==> src/rtl/rxidle_ctimer_pkg.sv <==
// Shared command codes and run-style type for the receive-idle counter/timer.
package rxidle_ctimer_pkg;
    localparam logic [3:0] CMD_TO_ON  = 4'hA;
    localparam logic [3:0] CMD_TO_OFF = 4'hC;

    typedef enum logic {
        RUN_ONESHOT = 1'b0,
        RUN_SQUARE  = 1'b1
    } run_style_e;
endpackage

==> src/rtl/ct_preload.sv <==
// Preload holder: two byte-wide halves written separately.
// Assumes CNT_W is even; writes take effect on the next clock.
module ct_preload #(
    parameter int CNT_W = 16
) (
    input  logic               clk,
    input  logic               rst_n,
    input  logic               hi_we,
    input  logic               lo_we,
    input  logic [CNT_W/2-1:0] wr_byte,
    output logic [CNT_W-1:0]   preload
);
    localparam int HALF = CNT_W / 2;

    // Capture each half on its own write strobe.
    always_ff @(posedge clk) begin
        if (!rst_n) begin
            preload <= '0;
        end else begin
            if (hi_we) preload[CNT_W-1:HALF] <= wr_byte;
            if (lo_we) preload[HALF-1:0]     <= wr_byte;
        end
    end
endmodule

==> src/rtl/ct_tomode.sv <==
// Per-channel receive time-out enables and the events they produce.
// arm: any channel received the turn-on code this cycle.
// restart: a character arrived on a channel whose enable was already set.
module ct_tomode
    import rxidle_ctimer_pkg::*;
#(
    parameter int NCH   = 2,
    parameter int CMD_W = 4
) (
    input  logic             clk,
    input  logic             rst_n,
    input  logic [NCH-1:0]   cmd_we,
    input  logic [CMD_W-1:0] cmd_code,
    input  logic [NCH-1:0]   rx_load,
    output logic [NCH-1:0]   to_en,
    output logic             to_active,
    output logic             arm,
    output logic             restart
);
    logic [NCH-1:0] arm_vec;

    for (genvar c = 0; c < NCH; c++) begin : g_chan
        // Decode this channel's on-command.
        assign arm_vec[c] = cmd_we[c] && (cmd_code == CMD_W'(CMD_TO_ON));

        // Hold the channel's time-out enable.
        always_ff @(posedge clk) begin
            if (!rst_n) begin
                to_en[c] <= 1'b0;
            end else if (cmd_we[c]) begin
                if (cmd_code == CMD_W'(CMD_TO_ON))
                    to_en[c] <= 1'b1;
                else if (cmd_code == CMD_W'(CMD_TO_OFF))
                    to_en[c] <= 1'b0;
            end
        end
    end

    assign arm       = |arm_vec;
    assign restart   = |(rx_load & to_en);
    assign to_active = |to_en;
endmodule

==> src/rtl/ct_core.sv <==
// Down-counter core. One-shot style flags the first arrival at zero and then
// wraps silently; square style reloads and inverts the output every n ticks.
// Assumes start/stop are already gated by the caller and that the event
// priority is arm > restart > stop > start > tick.
module ct_core
    import rxidle_ctimer_pkg::*;
#(
    parameter int CNT_W = 16
) (
    input  logic             clk,
    input  logic             rst_n,
    input  logic             tick,
    input  logic             arm,
    input  logic             restart,
    input  logic             start,
    input  logic             stop,
    input  run_style_e       style,
    input  logic [CNT_W-1:0] preload,
    output logic [CNT_W-1:0] count,
    output logic             ready,
    output logic             ct_out
);
    logic running;
    logic reload_pend;
    logic fired;
    logic at_end;

    // Count is at its last step when it holds 0 or 1.
    assign at_end = (count <= CNT_W'(1));

    // Sequence the counter, flag and output by event priority.
    always_ff @(posedge clk) begin
        if (!rst_n) begin
            count       <= '0;
            running     <= 1'b0;
            reload_pend <= 1'b0;
            fired       <= 1'b0;
            ready       <= 1'b0;
            ct_out      <= 1'b1;
        end else if (arm) begin
            running     <= 1'b0;
            reload_pend <= 1'b0;
            fired       <= 1'b0;
            ready       <= 1'b0;
            ct_out      <= 1'b1;
        end else if (restart) begin
            running     <= 1'b0;
            reload_pend <= 1'b1;
            fired       <= 1'b0;
            ready       <= 1'b0;
            ct_out      <= 1'b1;
        end else if (stop) begin
            running     <= 1'b0;
            reload_pend <= 1'b0;
            ready       <= 1'b0;
        end else if (start) begin
            count       <= preload;
            running     <= 1'b1;
            reload_pend <= 1'b0;
            fired       <= 1'b0;
            ct_out      <= 1'b1;
        end else if (tick) begin
            if (reload_pend) begin
                count       <= preload;
                running     <= 1'b1;
                reload_pend <= 1'b0;
            end else if (running) begin
                if (style == RUN_ONESHOT) begin
                    count <= count - 1'b1;
                    if (!fired && at_end) begin
                        fired  <= 1'b1;
                        ready  <= 1'b1;
                        ct_out <= 1'b0;
                    end
                end else if (at_end) begin
                    count  <= preload;
                    ct_out <= ~ct_out;
                end else begin
                    count <= count - 1'b1;
                end
            end
        end
    end
endmodule

==> src/rtl/rxidle_ctimer.sv <==
// Top of the receive-idle counter/timer: preload bytes, per-channel time-out
// control and the shared down-counter, plus a byte-wide live read port.
// Assumes tick is a single-cycle enable in the clk domain.
module rxidle_ctimer
    import rxidle_ctimer_pkg::*;
#(
    parameter int CNT_W = 16,
    parameter int NCH   = 2,
    parameter int CMD_W = 4
) (
    input  logic               clk,
    input  logic               rst_n,
    input  logic               tick,
    input  logic               hi_we,
    input  logic               lo_we,
    input  logic [CNT_W/2-1:0] wr_byte,
    input  logic               run_square,
    input  logic               start_cmd,
    input  logic               stop_cmd,
    input  logic [NCH-1:0]     cmd_we,
    input  logic [CMD_W-1:0]   cmd_code,
    input  logic [NCH-1:0]     rx_load,
    input  logic               irq_mask,
    input  logic               rd_hi,
    output logic [CNT_W/2-1:0] rd_data,
    output logic               ready,
    output logic               irq,
    output logic               ct_out
);
    localparam int HALF = CNT_W / 2;

    logic [CNT_W-1:0] preload;
    logic [CNT_W-1:0] cnt_live;
    logic [NCH-1:0]   to_en;
    logic             to_active;
    logic             arm;
    logic             restart;
    logic             start_ok;
    logic             stop_ok;
    run_style_e       style;

    ct_preload #(.CNT_W(CNT_W)) u_pre (
        .clk(clk), .rst_n(rst_n), .hi_we(hi_we), .lo_we(lo_we),
        .wr_byte(wr_byte), .preload(preload)
    );

    ct_tomode #(.NCH(NCH), .CMD_W(CMD_W)) u_to (
        .clk(clk), .rst_n(rst_n), .cmd_we(cmd_we), .cmd_code(cmd_code),
        .rx_load(rx_load), .to_en(to_en), .to_active(to_active),
        .arm(arm), .restart(restart)
    );

    // Time-out mode overrides the plain commands and forces one-shot style.
    assign start_ok = start_cmd && !to_active;
    assign stop_ok  = stop_cmd && !to_active;
    assign style    = (run_square && !to_active) ? RUN_SQUARE : RUN_ONESHOT;

    ct_core #(.CNT_W(CNT_W)) u_core (
        .clk(clk), .rst_n(rst_n), .tick(tick), .arm(arm), .restart(restart),
        .start(start_ok), .stop(stop_ok), .style(style), .preload(preload),
        .count(cnt_live), .ready(ready), .ct_out(ct_out)
    );

    // Byte-select the live count for the read port.
    assign rd_data = rd_hi ? cnt_live[CNT_W-1:HALF] : cnt_live[HALF-1:0];
    assign irq     = ready & irq_mask;
endmodule

==> config.mk <==
export PLATFORM = sky130hd
export DESIGN_NAME = rxidle_ctimer
export DESIGN_NICKNAME = d
export VERILOG_FILES = /design/src/rtl/rxidle_ctimer_pkg.sv /design/src/rtl/ct_preload.sv /design/src/rtl/ct_tomode.sv /design/src/rtl/ct_core.sv /design/src/rtl/rxidle_ctimer.sv
export SDC_FILE = /design/constraint.sdc
export NUM_CORES = 1
export LEC_CHECK = 0
export BUFFER_PORTS_ARGS = -buffer_cell sky130_fd_sc_hd__buf_2
export CAP_MARGIN = 10
export CORE_MARGIN = 1.5
export CORE_UTILIZATION = 52
export CTS_BUF_LIST = sky130_fd_sc_hd__clkbuf_8 sky130_fd_sc_hd__clkbuf_16
export DETAILED_ROUTE_END_ITERATION = 8
export PLACE_DENSITY = 0.77
export SYNTH_ARGS = -nofsm -noshare
export SYNTH_HDL_FRONTEND = slang
export SYNTH_HIERARCHICAL = 1
export SYNTH_SLANG_ARGS = --single-unit
==> constraint.sdc <==
create_clock -name clk -period 3.85 [get_ports clk]
set_clock_uncertainty 0.1 [all_clocks]
set_input_delay 0.77 -clock clk [delete_from_list [all_inputs] [get_ports clk]]
set_output_delay 0.77 -clock clk [all_outputs]
set_load 0.02 [all_outputs]
* After elaboration in Yosys (flattened, before gate mapping)
Cells that the tools add are included.
** Storage, ports and cells
- Register bits after elaboration :: 39
- Bits of input ports :: 26
- Output and inout port bits :: 11
** Operators by class
- Add/sub/neg operators :: 1
- Magnitude comparators :: 1
- Equality and inequality tests :: 5
- Multiplexer cells :: 30
- Bitwise operators :: 10
- Reductions and logical operators :: 29
** Operators with widths (number)
- $mux W16 :: 6
- $mux W1 :: 23
- $reduce_and A6 Y1 :: 3
- $le A16 B1 Y1 const B :: 1
- $sub A16 B1 Y16 const B :: 1
- $reduce_bool A2 Y1 :: 5
- $eq A4 B4 Y1 const B :: 2
- $mux W8 :: 1
- $not A1 Y1 :: 8
- $logic_and A1 B1 Y1 :: 6
- $reduce_and A2 Y1 :: 3
- $reduce_bool A3 Y1 :: 2
- $reduce_or A2 Y1 :: 3
- $reduce_or A6 Y1 :: 1
- $reduce_and A5 Y1 :: 1
- $reduce_or A5 Y1 :: 1
- $ne A2 B2 Y1 const B :: 2
- $reduce_bool A4 Y1 :: 1
- $ne A3 B3 Y1 const B :: 1
- $reduce_or A3 Y1 :: 1
- $and A2 B2 Y2 :: 1
- $logic_not A1 Y1 :: 2
- $and A1 B1 Y1 :: 1

* Depth between registers and ports, before layout
- Word-level depth :: 9
- Depth in mapped cells :: 10
- Mapped depth without buffers :: 8

* Cells and area by module
Netlist, hierarchy kept.
** By module, submodules not included
- ct_core :: instances 1, cells each 175, area an instance 1370.1 sq um, sequential area each 420.4 sq um
- ct_preload :: instances 1, cells each 51, area an instance 608.1 sq um, sequential area each 320.3 sq um
- ct_tomode :: instances 1, cells each 17, area an instance 160.2 sq um, sequential area each 40.0 sq um
- rxidle_ctimer :: instances 1, cells each 13, area an instance 156.4 sq um, sequential area each 0.0 sq um

* Least setup slack after synthesis
Ideal clock, no wire load.
- Path kind :: input -> register
- Start point :: in start_cmd
- End point :: reg u_core.count[7]
- Library setup time :: 0.117 ns
- Arrival time :: 2.439 ns
- Slack :: 1.193 ns
- Stages :: 7
- Path buffers :: 2
- Cells stage by stage :: nor2b_1 -> clkbuf_1 -> nor3_1 -> nor4_2 -> clkbuf_1 -> o21ai_0 -> a32o_1
** Between the ends
- Cells in the longest elaborated chain, start to end :: 3
- Elaborated cells on any way between the ends :: 5
- Classes of those cells :: mux: 1; reduce/logical: 4
** RTL lines
- from (decl) :: line rxidle_ctimer.sv:18 : input logic start_cmd,
- $logic_and A1 B1 Y1 (*) :: line rxidle_ctimer.sv:54 : assign start_ok = start_cmd && !to_active;
- $reduce_bool A3 Y1 (no line) / $reduce_bool A2 Y1 (equally long branches)
- $reduce_and A5 Y1 (no line)
- to (signal assigned) :: line ct_core.sv:69 : count <= count - 1'b1;
- to (signal assigned) :: line ct_core.sv:76 : count <= preload;
- to (signal assigned) :: line ct_core.sv:79 : count <= count - 1'b1;
- to (decl) :: line ct_core.sv:19 : output logic [CNT_W-1:0] count,
Every way passes the cells marked *; elsewhere a longest branch is shown, timed or not.
A chain may end at the register's enable or synchronous reset.

* Final worst setup path
- Start point :: in start_cmd
- End point :: reg u_core.count[9]
** Between the ends
- Cells in the longest elaborated chain, start to end :: 3
- Elaborated cells on any way between the ends :: 5
- Classes of those cells :: mux: 1; reduce/logical: 4
** RTL lines
- $logic_and A1 B1 Y1 (*) :: line rxidle_ctimer.sv:54
- via start_ok :: line rxidle_ctimer.sv:38 : logic start_ok;
- $reduce_bool A3 Y1 (no line) / $reduce_bool A2 Y1 (equally long branches)
- $reduce_and A5 Y1 (no line)
The timed path passes the listed nets; every way through them passes the cells marked *.

==> flow_summary.ini <==
[placement]
placed_cells = 333
dpl_cell_area_um2 = 2480
hpwl_um = 4130
portBuffers = 36
place_ws_ns = 0.895
gp_congestion = 0.962

[drt]
dr_total_vias = 2108
via_per_inst = 6.18
drt_iter0_markers = 321
avgRoutedWirePerCell_um = 16.8
ant_nets = 0
wl_um = 5720
first_pass_iters = 6
drc = 0

[global_routing]
first_global_vias = 1879
grt_util_all_layers = 0.241
grt-ovfl-total = 0
antenna_found_initial = 0
grt_max_degree = 32
grt_pass1_wl_um = 9350

[layout]
drive_gt1_frac = 0.244
fin_cells = 341
multiInputGateArea_um2 = 1380
final_nets = 318
fill_cells = 348
antenna_cells = 0
area_growth_pct = 13.1
fin_area_um2 = 2590
regArea_um2 = 781

[synthesis]
synth.avg_cell_area_um2 = 8.96
synth_top_area_frac = 0.340
synth_area_leader_cell = dfxtp_1
synthFlopType = dfxtp_1
synth_edf_count = 0
syn_nets = 284
syn-instance-count = 256
async_flop_share = 0
ys_warn_count = 6
ys_ff_latch = 39
synthesis.area_um2 = 2290
post_synth_num_cell_types = 53
synth_area_leaders = dfxtp_1, mux2i_1, nor2b_1, mux2_4, nor3_1
ys_seq_area_frac = 0.340

[timing]
finalCritPeriodShare = 0.694
fin_ws_ns = 1.18
setup_tns_ns = 0
slew_viol_final = 0
grt_setup_unrepaired = no
slew-limit-headroom = 0.545
setup_viol_count_final = 0
max_clock_freq_mhz = 374
tightest_slew_ns = 0.679
hold_viol = 0
post-route-min-period_ns = 2.67

[floorplan]
rows = 23
fp.dieH_um = 69.4
io_pins = 37
die-area_um2 = 4820
core_area_um2 = 4120
die_w_um = 69.4
start_util = 0.558

[worst_setup_path]
rr_startpoint = u_to/to_en[1]$_SDFFE_PN0P_
endpoint_kind = register
start_kind = input pin
rrSetupSlack_ns = 1.21
critPathKind = in -> reg
critPathArrivalTime_ns = 2.77
worstReg2RegEnd = u_core/count[9]$_SDFFE_PN0P_
max_stage_delay_ns = 0.71
r2r_cells = 7
slowest_stage = or4_1
crit_path_cell_trace = buf_2, nor2b_1, nor2_1, or4_1, o31a_1, o221a_2
required_ns = 3.95
critPathMaxFanout = 12

[outcome]
status = finished clean

[worst_hold_path]
min-delay-start = u_pre/preload[1]$_SDFFE_PN0P_
whs_path_depth = 2
hold_path_class = reg -> reg
hold_path_end = u_core/count[1]$_SDFFE_PN0P_

[power]
p_per_area_nw_per_um2 = 453
vdd_drop_max_mv = 0.327
leakage_nw = 1.11

[clocking]
cts.sinks = 39
cts_root_buffer = clkbuf_8
cts_resized = 0
cts_tree = built
insertion_delay_ns = 0.30
postCtsSetupBuffers = 0
ctsLongestPathBuffers = 2
clk_pin_slew_worst_paths_ns = 0.09
cts_buffers = 5
cts_hold_buffers = 0
htreeDepth = 2

[run]
drv_cap = 0
[cell type report]
class / instances / share of cell area
Tap cell: 50 / 0.0241
Clock buffer: 5 / 0.0265
Inverter: 11 / 0.0159
Multi-Input combinational cell: 193 / 0.533
Timing Repair Buffer: 40 / 0.0810
Clock inverter: 3 / 0.0183
Sequential cell: 39 / 0.301
[cells in the final DEF, fill, tap and decap left out, drive strengths merged, types with 10 or more instances in the layout]
cell	instances
dfxtp	39
nor2	17
mux2i	18
nand2	12
o21ai	10
nor3	17
mux2	10
inv	12
buf	40
nor2b	21
[how the worst max path moves through the flow]
| stage | start | endpoint | cells past startpoint |
|---|---|---|---|
| 2_1_floorplan | start_cmd | u_core/count[7]$_SDFFE_PN0P_ | 7 |
| 3_3_place_gp | start_cmd | u_core/count[9]$_SDFFE_PN0P_ | 6 |
| 3_5_place_dp | start_cmd | u_core/count[9]$_SDFFE_PN0P_ | 6 |
| 4_1_cts | start_cmd | u_core/count[9]$_SDFFE_PN0P_ | 6 |
| 5_1_grt | u_to/to_en[1]$_SDFFE_PN0P_ | u_core/count[9]$_SDFFE_PN0P_ | 7 |
| 6_report | start_cmd | u_core/count[9]$_SDFFE_PN0P_ | 6 |
[kinds of logic (layout without fill, tap and decap cells)]
| family | Yosys count | after routing | share of synthesized area |
|---|---|---|---|
| flops | 39 | 39 | 0.340 |
| compound gates | 56 | 56 | 0.185 |
| simple gates | 107 | 107 | 0.266 |
| mux | 28 | 28 | 0.141 |
| fa+ha+maj | 2 | 2 | 0.0109 |
| buf+inv | 24 | 59 | 0.0567 |
[registers in the layout, summed over array words and instances (netlist names)]
name,cells
u_core/count,16
u_core/fired,1
u_pre/preload,16
u_to/to_en,2
u_core/reload_pend,1
u_core/ct_out,1
u_core/ready,1
u_core/running,1
[report_power, final]
part | switching, mW | leakage, nW | internal [mW] | total [mW]
Sequential | 0.0343 | 0.319 | 0.432 | 0.466
Clock | 0.157 | 0.0587 | 0.196 | 0.354
Combinational | 0.206 | 0.729 | 0.149 | 0.356
Total | 0.398 | 1.11 | 0.777 | 1.18
[synthesized netlist by cell type (3+ instances only)]
| cell type | count |
|---|---|
| nor4_1 | 6 |
| or3_1 | 7 |
| nor2_1 | 17 |
| a2bb2oi_1 | 3 |
| or4_1 | 3 |
| buf_6 | 5 |
| o21ai_0 | 10 |
| dfxtp_1 | 39 |
| o22ai_1 | 7 |
| inv_1 | 11 |
| mux2i_1 | 18 |
| a32o_1 | 3 |
| a21oi_1 | 7 |
| clkbuf_1 | 6 |
| nand3_1 | 9 |
| nor2b_1 | 21 |
| nor3_1 | 16 |
| mux2_4 | 8 |
| nand2_1 | 12 |
| a31oi_1 | 5 |
[critical path: cells and delay by family]
family                 cells  cell delay [ns]
and+or+nand+nor            3             1.33
AOI/OAI and AO/OA          2             0.59
buffers and inverters      1             0.07
[per-layer routing]
layer	global-route usage	vias to the layer above	share of wire
li1	-	1024	-
met1	0.337	954	0.45
met2	0.361	115	0.45
met3	0.0610	15	0.077
met4	0.0784	0	0.021
met5	0	-	0
[metrics by stage]
stage | hold slack (ns) | utilization | power, mW
floorplan | 0.343 | - | 0.744
global placement | 0.368 | 0.602 | 0.813
detailed placement | 0.385 | 0.602 | 0.816
CTS | 0.397 | 0.631 | 1.17
global route | 0.426 | 0.631 | 1.23
finish | 0.391 | 0.631 | 1.18
Power figures use the tool's default switching activity.
